## config.mk

```make
export PLATFORM = sky130hd
export DESIGN_NAME = ecc_inject_ctrl
export DESIGN_NICKNAME = d
export VERILOG_FILES = /design/src/rtl/eci_pkg.sv /design/src/rtl/eci_regfile.sv /design/src/rtl/eci_delay.sv /design/src/rtl/eci_arm.sv /design/src/rtl/ecc_inject_ctrl.sv
export SDC_FILE = /design/constraint.sdc
export NUM_CORES = 1
export LEC_CHECK = 0
export BUFFER_PORTS_ARGS = -buffer_cell sky130_fd_sc_hd__clkbuf_2
export CAP_MARGIN = 20
export CORE_MARGIN = 1
export CORE_UTILIZATION = 54
export CTS_CLUSTER_DIAMETER = 120
export DETAILED_ROUTE_END_ITERATION = 16
export HOLD_SLACK_MARGIN = 0.1
export PLACE_DENSITY = 0.79
export SLEW_MARGIN = 30
export SYNTH_ARGS = -nofsm -noshare
export SYNTH_HDL_FRONTEND = slang
export SYNTH_SLANG_ARGS = --single-unit
```

## constraint.sdc

```tcl
create_clock -name clk -period 7.95 [get_ports clk]
set_input_delay 2.385 -clock clk [delete_from_list [all_inputs] [get_ports clk]]
set_output_delay 2.385 -clock clk [all_outputs]
set_load 0.02 [all_outputs]
```

## src/rtl/eci_pkg.sv

```systemverilog
package eci_pkg;

    localparam int unsigned REG_W = 64;

    // control bit positions (software visible)
    localparam int unsigned BIT_EN    = 0;
    localparam int unsigned BIT_PERS  = 1;
    localparam int unsigned BIT_DLYEN = 2;
    localparam int unsigned BIT_TGT   = 3;
    localparam int unsigned BANK_LSB  = 4;

    typedef enum logic [1:0] {
        SEL_CTRL  = 2'd0,
        SEL_DELAY = 2'd1,
        SEL_MASK  = 2'd2,
        SEL_NONE  = 2'd3
    } reg_sel_e;

    typedef struct packed {
        logic tgt;
        logic dly_en;
        logic pers;
        logic en;
    } ctrl_flags_t;

    function automatic reg_sel_e sel_of(input int unsigned word_idx);
        case (word_idx)
            0:       return SEL_CTRL;
            1:       return SEL_DELAY;
            2:       return SEL_MASK;
            default: return SEL_NONE;
        endcase
    endfunction

    // keep the low keep_w bits of a mask, zero the rest
    function automatic logic [REG_W-1:0] trim_low(input logic [REG_W-1:0] m,
                                                  input int unsigned keep_w);
        logic [REG_W-1:0] r;
        for (int i = 0; i < REG_W; i++) begin
            r[i] = (i < keep_w) ? m[i] : 1'b0;
        end
        return r;
    endfunction

endpackage

```

## src/rtl/eci_regfile.sv

```systemverilog
module eci_regfile
    import eci_pkg::*;
#(
    parameter int unsigned ADDR_W    = 7,
    parameter int unsigned NUM_BANKS = 8
) (
    input  logic                 clk,
    input  logic                 rst,
    input  logic                 wr_en,
    input  logic [ADDR_W-1:0]    waddr,
    input  logic [REG_W-1:0]     wdata,
    input  logic [ADDR_W-1:0]    raddr,
    input  logic                 consume,
    input  logic [REG_W-1:0]     live_count,
    output ctrl_flags_t          flags,
    output logic [NUM_BANKS-1:0] bank_en,
    output logic [REG_W-1:0]     flip_mask,
    output logic                 dly_load,
    output logic [REG_W-1:0]     rdata
);
    localparam int unsigned WORD_LSB = 3;
    localparam int unsigned WORD_W   = ADDR_W - WORD_LSB;

    reg_sel_e wsel, rsel;
    logic     ctrl_wr, mask_wr;

    assign wsel     = sel_of(int'(waddr[ADDR_W-1:WORD_LSB]));
    assign rsel     = sel_of(int'(raddr[ADDR_W-1:WORD_LSB]));
    assign ctrl_wr  = wr_en && (wsel == SEL_CTRL);
    assign mask_wr  = wr_en && (wsel == SEL_MASK);
    assign dly_load = wr_en && (wsel == SEL_DELAY);

    always_ff @(posedge clk) begin
        if (rst) begin
            flags     <= '0;
            bank_en   <= '0;
            flip_mask <= '0;
        end else begin
            if (ctrl_wr) begin
                flags.en     <= wdata[BIT_EN];
                flags.pers   <= wdata[BIT_PERS];
                flags.dly_en <= wdata[BIT_DLYEN];
                flags.tgt    <= wdata[BIT_TGT];
                bank_en      <= wdata[BANK_LSB +: NUM_BANKS];
            end else if (consume && !flags.pers) begin
                flags.en <= 1'b0;
            end
            if (mask_wr) begin
                flip_mask <= wdata;
            end
        end
    end

    logic [REG_W-1:0] ctrl_view;
    always_comb begin
        ctrl_view                        = '0;
        ctrl_view[BIT_EN]                = flags.en;
        ctrl_view[BIT_PERS]              = flags.pers;
        ctrl_view[BIT_DLYEN]             = flags.dly_en;
        ctrl_view[BIT_TGT]               = flags.tgt;
        ctrl_view[BANK_LSB +: NUM_BANKS] = bank_en;
    end

    always_comb begin
        case (rsel)
            SEL_CTRL:  rdata = ctrl_view;
            SEL_DELAY: rdata = live_count;
            SEL_MASK:  rdata = flip_mask;
            default:   rdata = '0;
        endcase
    end

    logic unused_ok;
    assign unused_ok = ^{WORD_W[0]};
endmodule

```

## src/rtl/eci_delay.sv

```systemverilog
module eci_delay
    import eci_pkg::*;
(
    input  logic             clk,
    input  logic             rst,
    input  logic             load,
    input  logic [REG_W-1:0] load_val,
    input  logic             run,
    input  logic             rearm,
    output logic [REG_W-1:0] count,
    output logic [REG_W-1:0] reload_val,
    output logic             at_zero
);
    always_ff @(posedge clk) begin
        if (rst) begin
            count      <= '0;
            reload_val <= '0;
        end else if (load) begin
            count      <= load_val;
            reload_val <= load_val;
        end else if (rearm) begin
            count <= reload_val;
        end else if (run && (count != '0)) begin
            count <= count - 1'b1;
        end
    end

    assign at_zero = (count == '0);
endmodule

```

## src/rtl/eci_arm.sv

```systemverilog
module eci_arm
    import eci_pkg::*;
#(
    parameter int unsigned NUM_BANKS = 8,
    parameter int unsigned TAG_W     = 24
) (
    input  ctrl_flags_t          flags,
    input  logic [NUM_BANKS-1:0] bank_en,
    input  logic [REG_W-1:0]     flip_mask,
    input  logic                 at_zero,
    input  logic                 acc_valid,
    input  logic                 inj_ack,
    output logic                 strobe,
    output logic                 consume,
    output logic                 tgt_o,
    output logic [NUM_BANKS-1:0] bank_o,
    output logic [REG_W-1:0]     mask_o
);
    logic             armed;
    logic [REG_W-1:0] shaped;

    assign armed   = flags.en && (!flags.dly_en || at_zero);
    assign strobe  = armed && acc_valid;
    assign consume = strobe && inj_ack;
    assign shaped  = flags.tgt ? flip_mask : trim_low(flip_mask, TAG_W);

    assign tgt_o  = strobe ? flags.tgt : 1'b0;
    assign bank_o = strobe ? bank_en   : '0;
    assign mask_o = strobe ? shaped    : '0;
endmodule

```

## src/rtl/ecc_inject_ctrl.sv

```systemverilog
module ecc_inject_ctrl
    import eci_pkg::*;
#(
    parameter int unsigned ADDR_W    = 7,
    parameter int unsigned NUM_BANKS = 8,
    parameter int unsigned TAG_W     = 24
) (
    input  logic                 clk,
    input  logic                 rst,
    input  logic                 reg_wr_en,
    input  logic [ADDR_W-1:0]    reg_waddr,
    input  logic [63:0]          reg_wdata,
    input  logic [ADDR_W-1:0]    reg_raddr,
    output logic [63:0]          reg_rdata,
    input  logic                 acc_valid,
    input  logic                 inj_ack,
    output logic                 inj_valid,
    output logic                 inj_target,
    output logic [NUM_BANKS-1:0] inj_bank,
    output logic [63:0]          inj_mask
);
    ctrl_flags_t          flags;
    logic [NUM_BANKS-1:0] bank_en;
    logic [REG_W-1:0]     flip_mask;
    logic [REG_W-1:0]     count;
    logic [REG_W-1:0]     reload_val;
    logic                 dly_load, at_zero, consume;
    logic                 en_q, pers_q, dlyen_q;

    assign en_q    = flags.en;
    assign pers_q  = flags.pers;
    assign dlyen_q = flags.dly_en;

    eci_regfile #(.ADDR_W(ADDR_W), .NUM_BANKS(NUM_BANKS)) u_regs (
        .clk       (clk),
        .rst       (rst),
        .wr_en     (reg_wr_en),
        .waddr     (reg_waddr),
        .wdata     (reg_wdata),
        .raddr     (reg_raddr),
        .consume   (consume),
        .live_count(count),
        .flags     (flags),
        .bank_en   (bank_en),
        .flip_mask (flip_mask),
        .dly_load  (dly_load),
        .rdata     (reg_rdata)
    );

    eci_delay u_delay (
        .clk       (clk),
        .rst       (rst),
        .load      (dly_load),
        .load_val  (reg_wdata),
        .run       (flags.en && flags.dly_en),
        .rearm     (consume && flags.pers),
        .count     (count),
        .reload_val(reload_val),
        .at_zero   (at_zero)
    );

    eci_arm #(.NUM_BANKS(NUM_BANKS), .TAG_W(TAG_W)) u_arm (
        .flags    (flags),
        .bank_en  (bank_en),
        .flip_mask(flip_mask),
        .at_zero  (at_zero),
        .acc_valid(acc_valid),
        .inj_ack  (inj_ack),
        .strobe   (inj_valid),
        .consume  (consume),
        .tgt_o    (inj_target),
        .bank_o   (inj_bank),
        .mask_o   (inj_mask)
    );
endmodule

```

==> Word-level counts from Yosys, hierarchy flattened <==
Cells that the tools add are included.
W data, S select, Z words.
{ "op_classes": {"add_sub_neg": 1, "n_eq_ne": 8, "muxes": 12, "n_reduce_logical": 21} }
{ "ops": {"columns": ["operator", "count"], "rows": [
  ["$mux W64", 5],
  ["$pmux W64 S3", 1],
  ["$logic_not A64 Y1", 1],
  ["$reduce_bool A64 Y1", 1],
  ["$sub A64 B1 Y64 const B", 1],
  ["$pmux W2 S3", 2],
  ["$logic_and A1 B1 Y1", 10],
  ["$eq A4 B1 Y1 const B", 2],
  ["$eq A4 B2 Y1 const B", 2],
  ["$logic_not A4 Y1", 2],
  ["$mux W8", 1],
  ["$eq A2 B1 Y1 const B", 2],
  ["$eq A2 B2 Y1 const B", 2],
  ["$logic_not A2 Y1", 2],
  ["$mux W1", 3],
  ["$reduce_bool A3 Y1", 1],
  ["$logic_not A1 Y1", 2],
  ["$reduce_bool A2 Y1", 1],
  ["$logic_or A1 B1 Y1", 1]
]} }
{ "totals": {"register_bits": 204} }

==> Depth between registers and ports, before layout <==
Gate-level depths: netlist of run 1.
{ "logic_depth": {"ltp_word": 8, "mapped_depth": 11, "ltp_nobuf": 9} }

==> By module <==
A second synthesis of run 1 with hierarchy kept.
{ "unflattened": {"cells_unflattened": 1425, "hier_area_um2": 12589.6} }
{ "modules_own_cells": {"columns": ["mod", "n_inst", "cells_per_inst", "area_per_inst_um2"], "rows": [
  ["eci_delay", 1, 867, 7163.1],
  ["eci_regfile", 1, 415, 4081.4],
  ["eci_arm", 1, 141, 1332.5],
  ["ecc_inject_ctrl", 1, 2, 12.5]
]} }

==> Worst setup path before layout of run 1 <==
No wires, ideal clock.
{ "synth_timing": {"path_kind": "input to output", "startpoint": "input port reg_raddr[3]", "endpoint": "output port reg_rdata[2]", "arrival_time_ps": 3546, "required_time_ps": 5565, "slack_ps": 2019, "path_stages": 5, "path_buffers": 2, "cell_sequence": "nor4b_1 -> clkbuf_1 -> clkbuf_1 -> a22oi_1 -> nand2_1"} }
{ "synth_between": {"elab_chain_cells": 4, "word_cells_on_any_way": 8, "classes_between": "eq/ne: 4; mux: 2; reduce/logical: 2"} }
{ "synth_rtl": {"columns": ["element", "line_no", "rtl"], "rows": [
  ["from (decl)", "ecc_inject_ctrl.sv:13", "input logic [ADDR_W-1:0] reg_raddr,"],
  ["$eq A4 B2 Y1 (tied with other cells)", "eci_pkg.sv:27", "case (word_idx)"],
  ["$pmux W2 S3 (*)", "eci_pkg.sv:27", null],
  ["$eq A2 B2 Y1 (tied with other cells)", "eci_regfile.sv:65", "case (rsel)"],
  ["$pmux W64 S3 (*)", "eci_regfile.sv:65", null],
  ["to (decl)", "ecc_inject_ctrl.sv:14", "output logic [63:0] reg_rdata,"]
]} }
Mark *: on every way between the ends. The rest lies on a longest branch, timed or not.

==> Worst setup path after layout of run 1 <==
{ "layout_timing": {"startpoint": "input port reg_raddr[3]", "endpoint": "output port reg_rdata[0]"} }
Same word-level chain as after synthesis.

==> results.md, run 1 <==
| Quantity | Reported |
|---|---|
| Count of fill cells added during filler insertion | 1,638 |
| Antenna Nets Post-Route | 0 |
| Wire length of the first global-routing pass | 51.87 mm |
| Largest net degree at the start of global routing | 85 |
| Global-route met1 utilization | 43.22% |
| Cell chain of the critical path | clkbuf_2 -> nor4b_2 -> buf_4 -> a22oi_1 -> nand2_1 -> clkbuf_2 |
| CTS tree | done |
| Initial DRC Count | 934 |
| Unrepaired setup endpoints after global routing | no |
| Maximum buffer depth of the clock tree | 3 |
| Total negative slack for setup checks | 0 ns |
| Post-CTS setup buffer count | 0 |
| Total clock buffers created by CTS | 22 |
| Fmax | 0.1580 GHz |
| CTS Root Cell | clkbuf_16 |
| DP Cell Count | 1,767 |
| Worst path required time | 5.57 ns |
| Detailed-routing iteration count for the pre-antenna-repair pass | 5 |
| Layer with the highest usage | met2 |
| Combined area of all synthesized cells | 10,620 µm² |
| Max-cap violations | 0 |
| Synthesis-to-finish area growth | 17.10% |
| Critical Path AT | 3.94 ns |
| Peak VDD IR | 132.3 µV |
| Total count of hold-check failures in the final report | 0 |
| Worst-skew pair later-pin latency | 0.51 ns |
| Overflow after GRT | 0 |
| Worst hold path type | reg2reg |
| Count of distinct cell types in the synthesized netlist | 77 |
| Clock-pin slew on the worst setup and hold paths | 0.06 ns |
| Area taken by multi-input logic gates | 6063 µm² |
| Post-route DRC violation count | 0 |
| Measured slew at the worst slew-check pin | 0.9041 ns |
| Placed wire-length estimate after detailed placement | 21.16 mm |
| Number of warnings reported in the yosys synthesis log | 0 |
| Skew final | 0.01602 ns |
| Final min period | 6.328 ns |
| Top-level I/O count | 221 |
| Crit path launch type | primary input |
| Count of flip-flops with a built-in enable after synthesis | 0 |
| Final count of pins violating max slew | 0 |
| Setup violations, final | 0 |
| Sink count of the clock tree | 204 |
| CP max-delay cell | buf_4 |
| Placeable Area | 19,020 µm² |
| Post-route fraction of the period consumed by the critical path | 79.60% |
| Count of H-tree levels built during CTS | 1 |
| Kind of critical path | in2out |
| DR vias/cell | 6.078 |
| Total buffers and inverters traversed by the critical path | 3 |
| Final #Nets | 1,616 |
| CTS Hold Bufs | 0 |
| Die Wd | 142.2 µm |
| Number of synthesized register bits | 204 |
| End-of-flow core utilization | 65.38% |
| Delay contributed by the slowest stage of the critical path | 0.64 ns |
| Number of instances in the synthesized netlist | 1,386 |
| Biggest fanout along the worst timing path | 64 |
| Most prevalent standard cell on the critical path | clkbuf_2 |
| Status | completed |
| Setup crit end kind | output pin |
| Total area of sequential cells | 4084 µm² |
| Wire length after detailed routing | 32.17 mm |
| Ratio of total power to cell area | 188.2 nW/µm² |
| Syn_area_per_cell | 7.661 µm² |
| Crit-path leading delay family | buffers and inverters |
| Hold WS | 0.4510 ns |
| Sequential fraction of the synthesis area | 38.46% |
| Total leakage power | 5.024 nW |
| Total nets after synthesis | 1,471 |
| Weighted congestion at the end of routability-driven global placement | 0.8442 |
| Number of gates resized after CTS | 0 |
| Row count | 50 |
| Antenna cell count | 0 |
| Routed len/inst | 17.80 µm |
| Vias | 10,983 |
| Area of the die | 20,230 µm² |
| Count of buffers from port buffering | 214 |
| Vias in the first global route | 10,023 |
| Chip Height | 142.2 µm |
| Share of flip-flops with an asynchronous set or reset after synthesis | 0% |
| Initial antenna violation count | 0 |
| Final Non-Filler Cells | 1,807 |
| Global-route track usage on met2 | 51.47% |
| Post-synth top flop | dfxtp_1 |
| Global routing usage summed across all routing layers | 31.60% |
| Met3 Resource Use GR | 4.071% |
| Initial core utilization | 55.83% |
| Share of cells above drive strength 1 | 20.36% |
| Slew Limit Headroom | 39.26% |
==> report_power, final <==
group          internal [W]  switching [W]  leakage, nW  total (W)
Combinational      0.000101       0.000198         3.03   0.000298
Sequential          0.00104      0.0000154         1.65    0.00105
Clock              0.000569       0.000420        0.352   0.000989
==> logic make-up after synthesis <==
kind of cell               count (synthesis)  synth area share, %
buffers and inverters                    123                5.161
adders and majority gates                  2               0.2356
DFF                                      204                38.46
AOI/OAI and AO/OA                        381                24.61
xor gates and xnor gates                  14                1.155
muxes                                     11                1.037
and+or+nand+nor                          651                29.34
==> Yosys cell counts (6+ instances only) <==
master     instances  share of area, %
a2111oi_0          6              0.49
inv_1              9              0.32
a2111oi_2          6              0.85
nand2_1          319                11
o31ai_1            8              0.57
and2_1            37               2.2
dfxtp_1          204                38
buf_2              6              0.28
clkbuf_1          81               2.9
nand2b_1           6              0.35
or4_1              9              0.64
and3_1            42               2.5
mux2i_1           11               1.0
a22oi_1           14              0.99
a311oi_1           7              0.58
o32ai_1            6              0.49
a31oi_1            9              0.53
o221ai_1          14               1.2
buf_6              7              0.74
xnor2_1            9              0.74
buf_4              7              0.49
nor2_1            92               3.3
a21oi_1          156               7.4
buf_1             12              0.42
or3_1             12              0.71
nor3_2             6              0.57
nand4_1           15              0.88
a22o_1            52               4.3
nor4_1            19               1.1
a211oi_1          14              0.99
nand3_1           22               1.0
nor3_1            43               2.0
o21ai_0           31               1.5
==> state kept, by name, indices dropped and copies added (netlist names) <==
name / count
u_delay.count: 64
u_delay.reload_val: 64
u_regs.bank_en: 8
u_regs.flags: 4
u_regs.flip_mask: 64
==> layout make-up <==
cell class	instances	share of cell area, %
Clock inverter	8	0.3723
Inverter	10	0.3019
Timing Repair Buffer	234	9.872
Sequential cell	204	32.85
Tap cell	260	2.616
Multi-Input combinational cell	1059	48.77
Clock buffer	32	5.223
==> layout by cell type (no fill, tap or decap), types with 15 or more instances in the layout <==
cell type / n
nor4_1: 18
and3_1: 42
a22o_1: 52
clkbuf_2: 213
clkbuf_16: 23
and2_1: 36
nand2_1: 318
nor2_1: 92
nor3_1: 42
nand3_1: 22
dfxtp_1: 204
nand4_1: 15
buf_4: 20
o21ai_0: 31
a21oi_1: 154
==> worst min-delay path, stage by stage (launching register included) <==
cell,delay [ns]
dfxtp_1,0.30
nand2_1,0.05
a21oi_1,0.05
==> per-layer routing <==
metal	wire (µm)	part of all wire, %
met5	0	0
met4	872	2.7
met3	2285	7.1
met2	14890	46
met1	14120	44
==> per-stage QoR <==
stage | setup WS [ns] | cell area [µm²] | power [W]
2_1_floorplan | 2.019 | 10620 | 0.001273
3_3_place_gp | 1.597 | 11720 | 0.001360
3_5_place_dp | 1.633 | 11730 | 0.001366
4_1_cts | 1.638 | 12430 | 0.002344
5_1_grt | 1.437 | 12430 | 0.002427
6_report | 1.622 | 12430 | 0.002340
==> worst paths after layout <==
kind	startpoint	to	slack (ns)	cells past startpoint
max reg2reg	u_delay.count[36]	u_delay.count[51]	4.06	8
min reg2reg	u_delay.reload_val[35]	u_delay.reload_val[35]	0.45	2
min	u_delay.reload_val[35]	u_delay.reload_val[35]	0.45	2
max	reg_raddr[3]	reg_rdata[0]	1.62	6
Power figures use the tool's default switching activity.
==> inputs of run 2 (changes only) <==
--- a/config.mk
+++ b/config.mk
@@ -5,14 +5,15 @@
 export SDC_FILE = /design/constraint.sdc
 export NUM_CORES = 1
 export LEC_CHECK = 0
+export ABC_AREA = 1
 export BUFFER_PORTS_ARGS = -buffer_cell sky130_fd_sc_hd__clkbuf_2
 export CAP_MARGIN = 20
 export CORE_MARGIN = 1
-export CORE_UTILIZATION = 54
+export CORE_UTILIZATION = 51
 export CTS_CLUSTER_DIAMETER = 120
 export DETAILED_ROUTE_END_ITERATION = 16
 export HOLD_SLACK_MARGIN = 0.1
-export PLACE_DENSITY = 0.79
+export PLACE_DENSITY = 0.77
 export SLEW_MARGIN = 30
 export SYNTH_ARGS = -nofsm -noshare
 export SYNTH_HDL_FRONTEND = slang
==> constraint.sdc (replaced) <==
create_clock -name clk -period 5.7 [get_ports clk]
set_input_delay 1.71 -clock clk [delete_from_list [all_inputs] [get_ports clk]]
set_output_delay 1.71 -clock clk [all_outputs]
set_load 0.02 [all_outputs]
==> results.md, run 2 <==
| Quantity | Reported |
|---|---|
| Skew final | 0.008317 ns |
| Most common cell after layout, fill and taps aside | nand2_1 |
| Critical Path AT | 3.20 ns |
| Post-CTS setup buffer count | 0 |
| Kind of critical path | in2out |
| Synthesis-to-finish area growth | 16.10% |
| Share of cells above drive strength 1 | 13.21% |
| Row count | 55 |
| End-of-flow core utilization | 60.33% |
| Weighted congestion at the end of routability-driven global placement | 0.9644 |
| Placed wire-length estimate after detailed placement | 24.84 mm |
| Largest net degree at the start of global routing | 129 |
| Initial core utilization | 51.97% |
| Placeable Area | 22,570 µm² |
| Most frequent cell after synthesis | nand2_1 |
| CTS Root Cell | clkbuf_16 |
| Count of fill cells added during filler insertion | 2,209 |
| Count of buffers from port buffering | 214 |
| Count of flip-flops with a built-in enable after synthesis | 0 |
| Number of instances in the synthesized netlist | 1,957 |
| Syn_area_per_cell | 5.994 µm² |
| Sequential fraction of the synthesis area | 34.82% |
| Unrepaired setup endpoints after global routing | no |
| Share of flip-flops with an asynchronous set or reset after synthesis | 0% |
| Setup violations, final | 0 |
| Final #Nets | 2,196 |
| Internal power of the cells | 0.002542 W |
| Initial antenna violation count | 0 |
| Synth area leader | dfxtp_1 |
| Sink count of the clock tree | 204 |
| Die Wd | 153.7 µm |
| Total nets after synthesis | 2,042 |
| Switch Pwr | 0.0009947 W |
| Crit path launch type | primary input |
| Share of power burned in the clock network | 42.8% |
| Wire length of the first global-routing pass | 56.96 mm |
| Top post-synthesis cells by area | dfxtp_1, nand2_1, nor2_1 |
| Chip Height | 153.7 µm |
| Routed len/inst | 14.72 µm |
| Total leakage power | 6.944 nW |
| Detailed-routing iteration count for the pre-antenna-repair pass | 5 |
| Instance area after placement | 12,860 µm² |
| Total clock buffers created by CTS | 23 |
| Total count of hold-check failures in the final report | 0 |
| Setup crit end kind | output pin |
| Ratio of total power to cell area | 259.7 nW/µm² |
| Count of cells along the worst register-to-register path | 13 |
| Total negative slack for setup checks | 0 ns |
| Post-route DRC violation count | 0 |
| Number of gates resized after CTS | 0 |
| Final min period | 4.913 ns |
| Worst-skew pair later-pin latency | 0.51 ns |
| Cell depth of the worst min-delay path | 2 |
| Slew Limit Headroom | 35.89% |
| Post-route fraction of the period consumed by the critical path | 86.20% |
| Worst hold path type | reg2reg |
| Initial DRC Count | 1,080 |
| Peak VDD IR | 192.1 µV |
| Vias | 12,800 |
| Area share of the leading cell type in the synthesized netlist | 34.82% |
| Antenna Nets Post-Route | 0 |
| Comb pwr share | 15.6% |
| Post-Layout Inst Area | 13,620 µm² |
| Global routing usage summed across all routing layers | 29.46% |
| Final count of pins violating max slew | 0 |
| Biggest fanout along the worst timing path | 31 |
| Commonest cells post-synth | nand2_1, nor2_1, inv_1 |
| Clock-pin slew on the worst setup and hold paths | 0.06 ns |
| Maximum buffer depth of the clock tree | 3 |
| DR vias/cell | 5.307 |
| Top-level I/O count | 221 |
| Final Non-Filler Cells | 2,412 |
| Number of warnings reported in the yosys synthesis log | 0 |
| Worst path required time | 3.99 ns |
| Count of H-tree levels built during CTS | 1 |
| Measured slew at the worst slew-check pin | 0.9616 ns |
| Wire length after detailed routing | 35.51 mm |
| Status | completed |
| CTS Hold Bufs | 0 |
| CTS tree | done |
| Fmax | 0.2035 GHz |
| Combined area of all synthesized cells | 11,730 µm² |
| Total Power | 0.003536 W |
| Max-cap violations | 0 |
| DP Cell Count | 2,371 |
| Commonest cells after routing, fill and taps aside | nand2_1, nor2_1, inv_1 |
| Number of synthesized register bits | 204 |
| Relative contribution of sequential cells to total power | 41.6% |
| Vias in the first global route | 11,585 |
| Post-synth top flop | dfxtp_1 |
| Switching part of the total | 28.13% |
| Antenna cell count | 0 |
| Area of the die | 23,610 µm² |
| Count of distinct cell types in the synthesized netlist | 30 |
| Largest regs | u_delay.count (64), u_delay.reload_val (64), u_regs.flip_mask (64) |
| Overflow after GRT | 0 |
[run 2: metrics by stage]
stage                     worst slack [ns]  hold WS, ns
after floorplan                     0.8546       0.4445
after global placement              0.8510       0.4554
after detailed placement            0.8300       0.4612
after CTS                           0.8239       0.4691
after global routing                0.7184       0.4907
final                               0.7869       0.4669
[run 2: power groups by stage]
stage	clock network [W]	registers (W)	logic [W]
2_1_floorplan	0	0.00150	0.000370
3_3_place_gp	0	0.00150	0.000530
3_5_place_dp	0	0.00150	0.000538
4_1_cts	0.00153	0.00147	0.000542
5_1_grt	0.00158	0.00147	0.000615
6_report	0.00151	0.00147	0.000553
[run 2: per-layer routing]
layer	up-vias	wire length (µm)	GRT usage [%]	part of all wire, %
met2	470	16390	49.31	46
met1	5807	15230	38.10	43
met5	-	0	0	0
met3	91	2461	3.551	6.9
met4	0	1421	13.10	4.0
li1	6432	-	-	-
[run 2: cell type report]
| cell class | count | area, µm² | share of cell area (%) |
|---|---|---|---|
| clock buffers | 35 | 650.6 | 4.778 |
| clock inverters | 6 | 105.1 | 0.7718 |
| inverters | 318 | 1195 | 8.774 |
| multi-input cells | 1331 | 5997 | 44.04 |
| flip-flops and latches | 204 | 4084 | 29.99 |
| well taps | 285 | 356.6 | 2.619 |
| repair buffers | 233 | 1230 | 9.032 |
[run 2: path summary, 6_finish.rpt]
| check | start | to | slack (ns) |
|---|---|---|---|
| max | reg_raddr[6] | reg_rdata[35] | 0.79 |
| min | u_regs.bank_en[4] | u_regs.bank_en[4] | 0.47 |
| max reg2reg | u_delay.count[22] | u_delay.count[49] | 2.46 |
| min reg2reg | u_regs.bank_en[4] | u_regs.bank_en[4] | 0.47 |
[run 2: cells by family (layout without fill, tap and decap cells)]
logic type      count (synthesis)  after routing  synth area share (%)
xor+xnor                       30             30                 2.240
fa+ha+maj                       2              2                0.2133
compound gates                362            362                 16.36
buf+inv                       422            592                 14.21
flops                         204            204                 34.82
simple gates                  937            937                 32.16
[run 2: worst max-delay path, cell delays in order]
cell and delay [ns]:
clkbuf_2 0.09, nor2_1 0.27, nand2_2 0.28, buf_4 0.35, o22ai_1 0.27, clkbuf_2 0.22
==> inputs of run 3 (changes only) <==
--- a/config.mk
+++ b/config.mk
@@ -10,6 +10,7 @@
 export CAP_MARGIN = 20
 export CORE_MARGIN = 1
 export CORE_UTILIZATION = 51
+export CTS_BUF_LIST = sky130_fd_sc_hd__clkbuf_16
 export CTS_CLUSTER_DIAMETER = 120
 export DETAILED_ROUTE_END_ITERATION = 16
 export HOLD_SLACK_MARGIN = 0.1
==> results.md, run 3 (synthesis results as in run 2) <==
| Quantity | Reported |
|---|---|
| R2r startpoint | u_delay.count[22] |
| Fmax | 0.2039 GHz |
| Total count of hold-check failures in the final report | 0 |
| Worst-skew pair later-pin latency | 0.51 ns |
| Die Wd | 153.7 µm |
| Detailed-routing iteration count for the pre-antenna-repair pass | 5 |
| CTS Root Cell | clkbuf_16 |
| Unrepaired setup endpoints after global routing | no |
| Global routing usage summed across all routing layers | 29.47% |
| Setup crit end kind | output pin |
| Delay contributed by the slowest stage of the critical path | 0.35 ns |
| Largest regs | u_delay.count (64), u_delay.reload_val (64), u_regs.flip_mask (64) |
| Count of buffers from port buffering | 214 |
| Kind of critical path | in2out |
| Vias in the first global route | 11,573 |
| Cell chain of the critical path | clkbuf_2 -> nor2_1 -> nand2_2 -> buf_4 -> o22ai_1 -> clkbuf_2 |
| Critical Path AT | 3.19 ns |
| Commonest cells after routing, fill and taps aside | nand2_1, nor2_1, inv_1 |
| Maximum buffer depth of the clock tree | 3 |
| Overflow after GRT | 0 |
| Slew Limit Headroom | 36.72% |
| Biggest fanout along the worst timing path | 31 |
| Max-cap violations | 0 |
| Total clock buffers created by CTS | 23 |
| Critical path startpoint | reg_raddr[6] |
| Setup violations, final | 0 |
| Sink count of the clock tree | 204 |
| Origin of the worst min-delay path | u_regs.bank_en[3] |
| Wire length after detailed routing | 35.39 mm |
| Placeable Area | 22,570 µm² |
| CTS tree | done |
| Antenna cell count | 0 |
| Peak VDD IR | 191.9 µV |
| Total Power | 0.003477 W |
| Antenna Nets Post-Route | 0 |
| Initial core utilization | 51.97% |
| CTS Hold Bufs | 0 |
| Crit path launch type | primary input |
| Post-route fraction of the period consumed by the critical path | 86.05% |
| Status | completed |
| Initial DRC Count | 1,009 |
| Clock-pin slew on the worst setup and hold paths | 0.06 ns |
| Wire length of the first global-routing pass | 56.98 mm |
| Ratio of total power to cell area | 255.9 nW/µm² |
| DR vias/cell | 5.324 |
| Post-route DRC violation count | 0 |
| Post-CTS setup buffer count | 0 |
| Vias | 12,841 |
| Total buffers and inverters traversed by the critical path | 3 |
| Synthesis-to-finish area growth | 15.84% |
| Final #Nets | 2,196 |
| Row count | 55 |
| Number of gates resized after CTS | 0 |
| Area of the die | 23,610 µm² |
| Area taken by multi-input logic gates | 5997 µm² |
| Chip Height | 153.7 µm |
| Measured slew at the worst slew-check pin | 0.9492 ns |
| Worst hold path type | reg2reg |
| Share of cells above drive strength 1 | 13.07% |
| Placed wire-length estimate after detailed placement | 24.84 mm |
| Count of H-tree levels built during CTS | 1 |
| CP max-delay cell | buf_4 |
| Initial antenna violation count | 0 |
| Skew final | 0.009667 ns |
| Total leakage power | 6.964 nW |
| Total negative slack for setup checks | 0 ns |
| Most prevalent standard cell on the critical path | clkbuf_2 |
| Worst path required time | 3.99 ns |
| Crit-path leading delay family | buffers and inverters |
| Largest net degree at the start of global routing | 129 |
| Final count of pins violating max slew | 0 |
| Count of fill cells added during filler insertion | 2,213 |
| Weighted congestion at the end of routability-driven global placement | 0.9644 |
| Total area of sequential cells | 4084 µm² |
| Top-level I/O count | 221 |
| Routed len/inst | 14.67 µm |
| Most common cell after layout, fill and taps aside | nand2_1 |
| Final min period | 4.905 ns |
[run 3: layout make-up]
| type | count | share of cell area (%) |
|---|---|---|
| Clock buffer | 23 | 4.236 |
| Clock inverter | 18 | 1.105 |
| Inverter | 318 | 8.794 |
| Multi-Input combinational cell | 1331 | 44.13 |
| Sequential cell | 204 | 30.06 |
| Tap cell | 285 | 2.624 |
| Timing Repair Buffer | 233 | 9.052 |
[run 3: worst paths after layout]
check,endpoint,slack (ns),depth (start not counted)
setup / recovery,reg_rdata[35],0.80,6
hold reg to reg,u_regs.bank_en[3],0.47,2
hold / removal,u_regs.bank_en[3],0.47,2
setup reg to reg,u_delay.count[49],2.44,13
[run 3: metal layers]
layer	global-route usage [%]	vias to the layer above	routed length [µm]
met1	38.12	5835	15090
met5	0	-	0
met4	12.76	0	1420
li1	-	6440	-
met2	49.29	471	16370
met3	3.777	95	2510
[run 3: metrics by stage]
step | cell area (µm²) | setup WS (ns) | util (%) | cells | hold WS, ns
after floorplan | 11730 | 0.8546 | - | 1957 | 0.4445
after global placement | 12860 | 0.8510 | 56.97 | 2371 | 0.4554
after detailed placement | 12860 | 0.8300 | 56.98 | 2371 | 0.4612
after CTS | 13590 | 0.8239 | 60.20 | 2412 | 0.4691
after global routing | 13590 | 0.7183 | 60.20 | 2412 | 0.4907
final | 13590 | 0.7953 | 60.20 | 2412 | 0.4675
[run 3: worst min-delay path, stage by stage, from the launching register on]
cell and delay, ns:
dfxtp_1 0.31, inv_1 0.06, a21oi_1 0.06
[run 3: report_power, final]
| group | switching, W | internal (W) | leakage (nW) | total [W] |
|---|---|---|---|---|
| Combinational | 0.000383 | 0.000169 | 4.92 | 0.000552 |
| Sequential | 0.0000172 | 0.00145 | 1.65 | 0.00147 |
| Clock | 0.000592 | 0.000862 | 0.390 | 0.00145 |
| Total | 0.000992 | 0.00248 | 6.96 | 0.00348 |
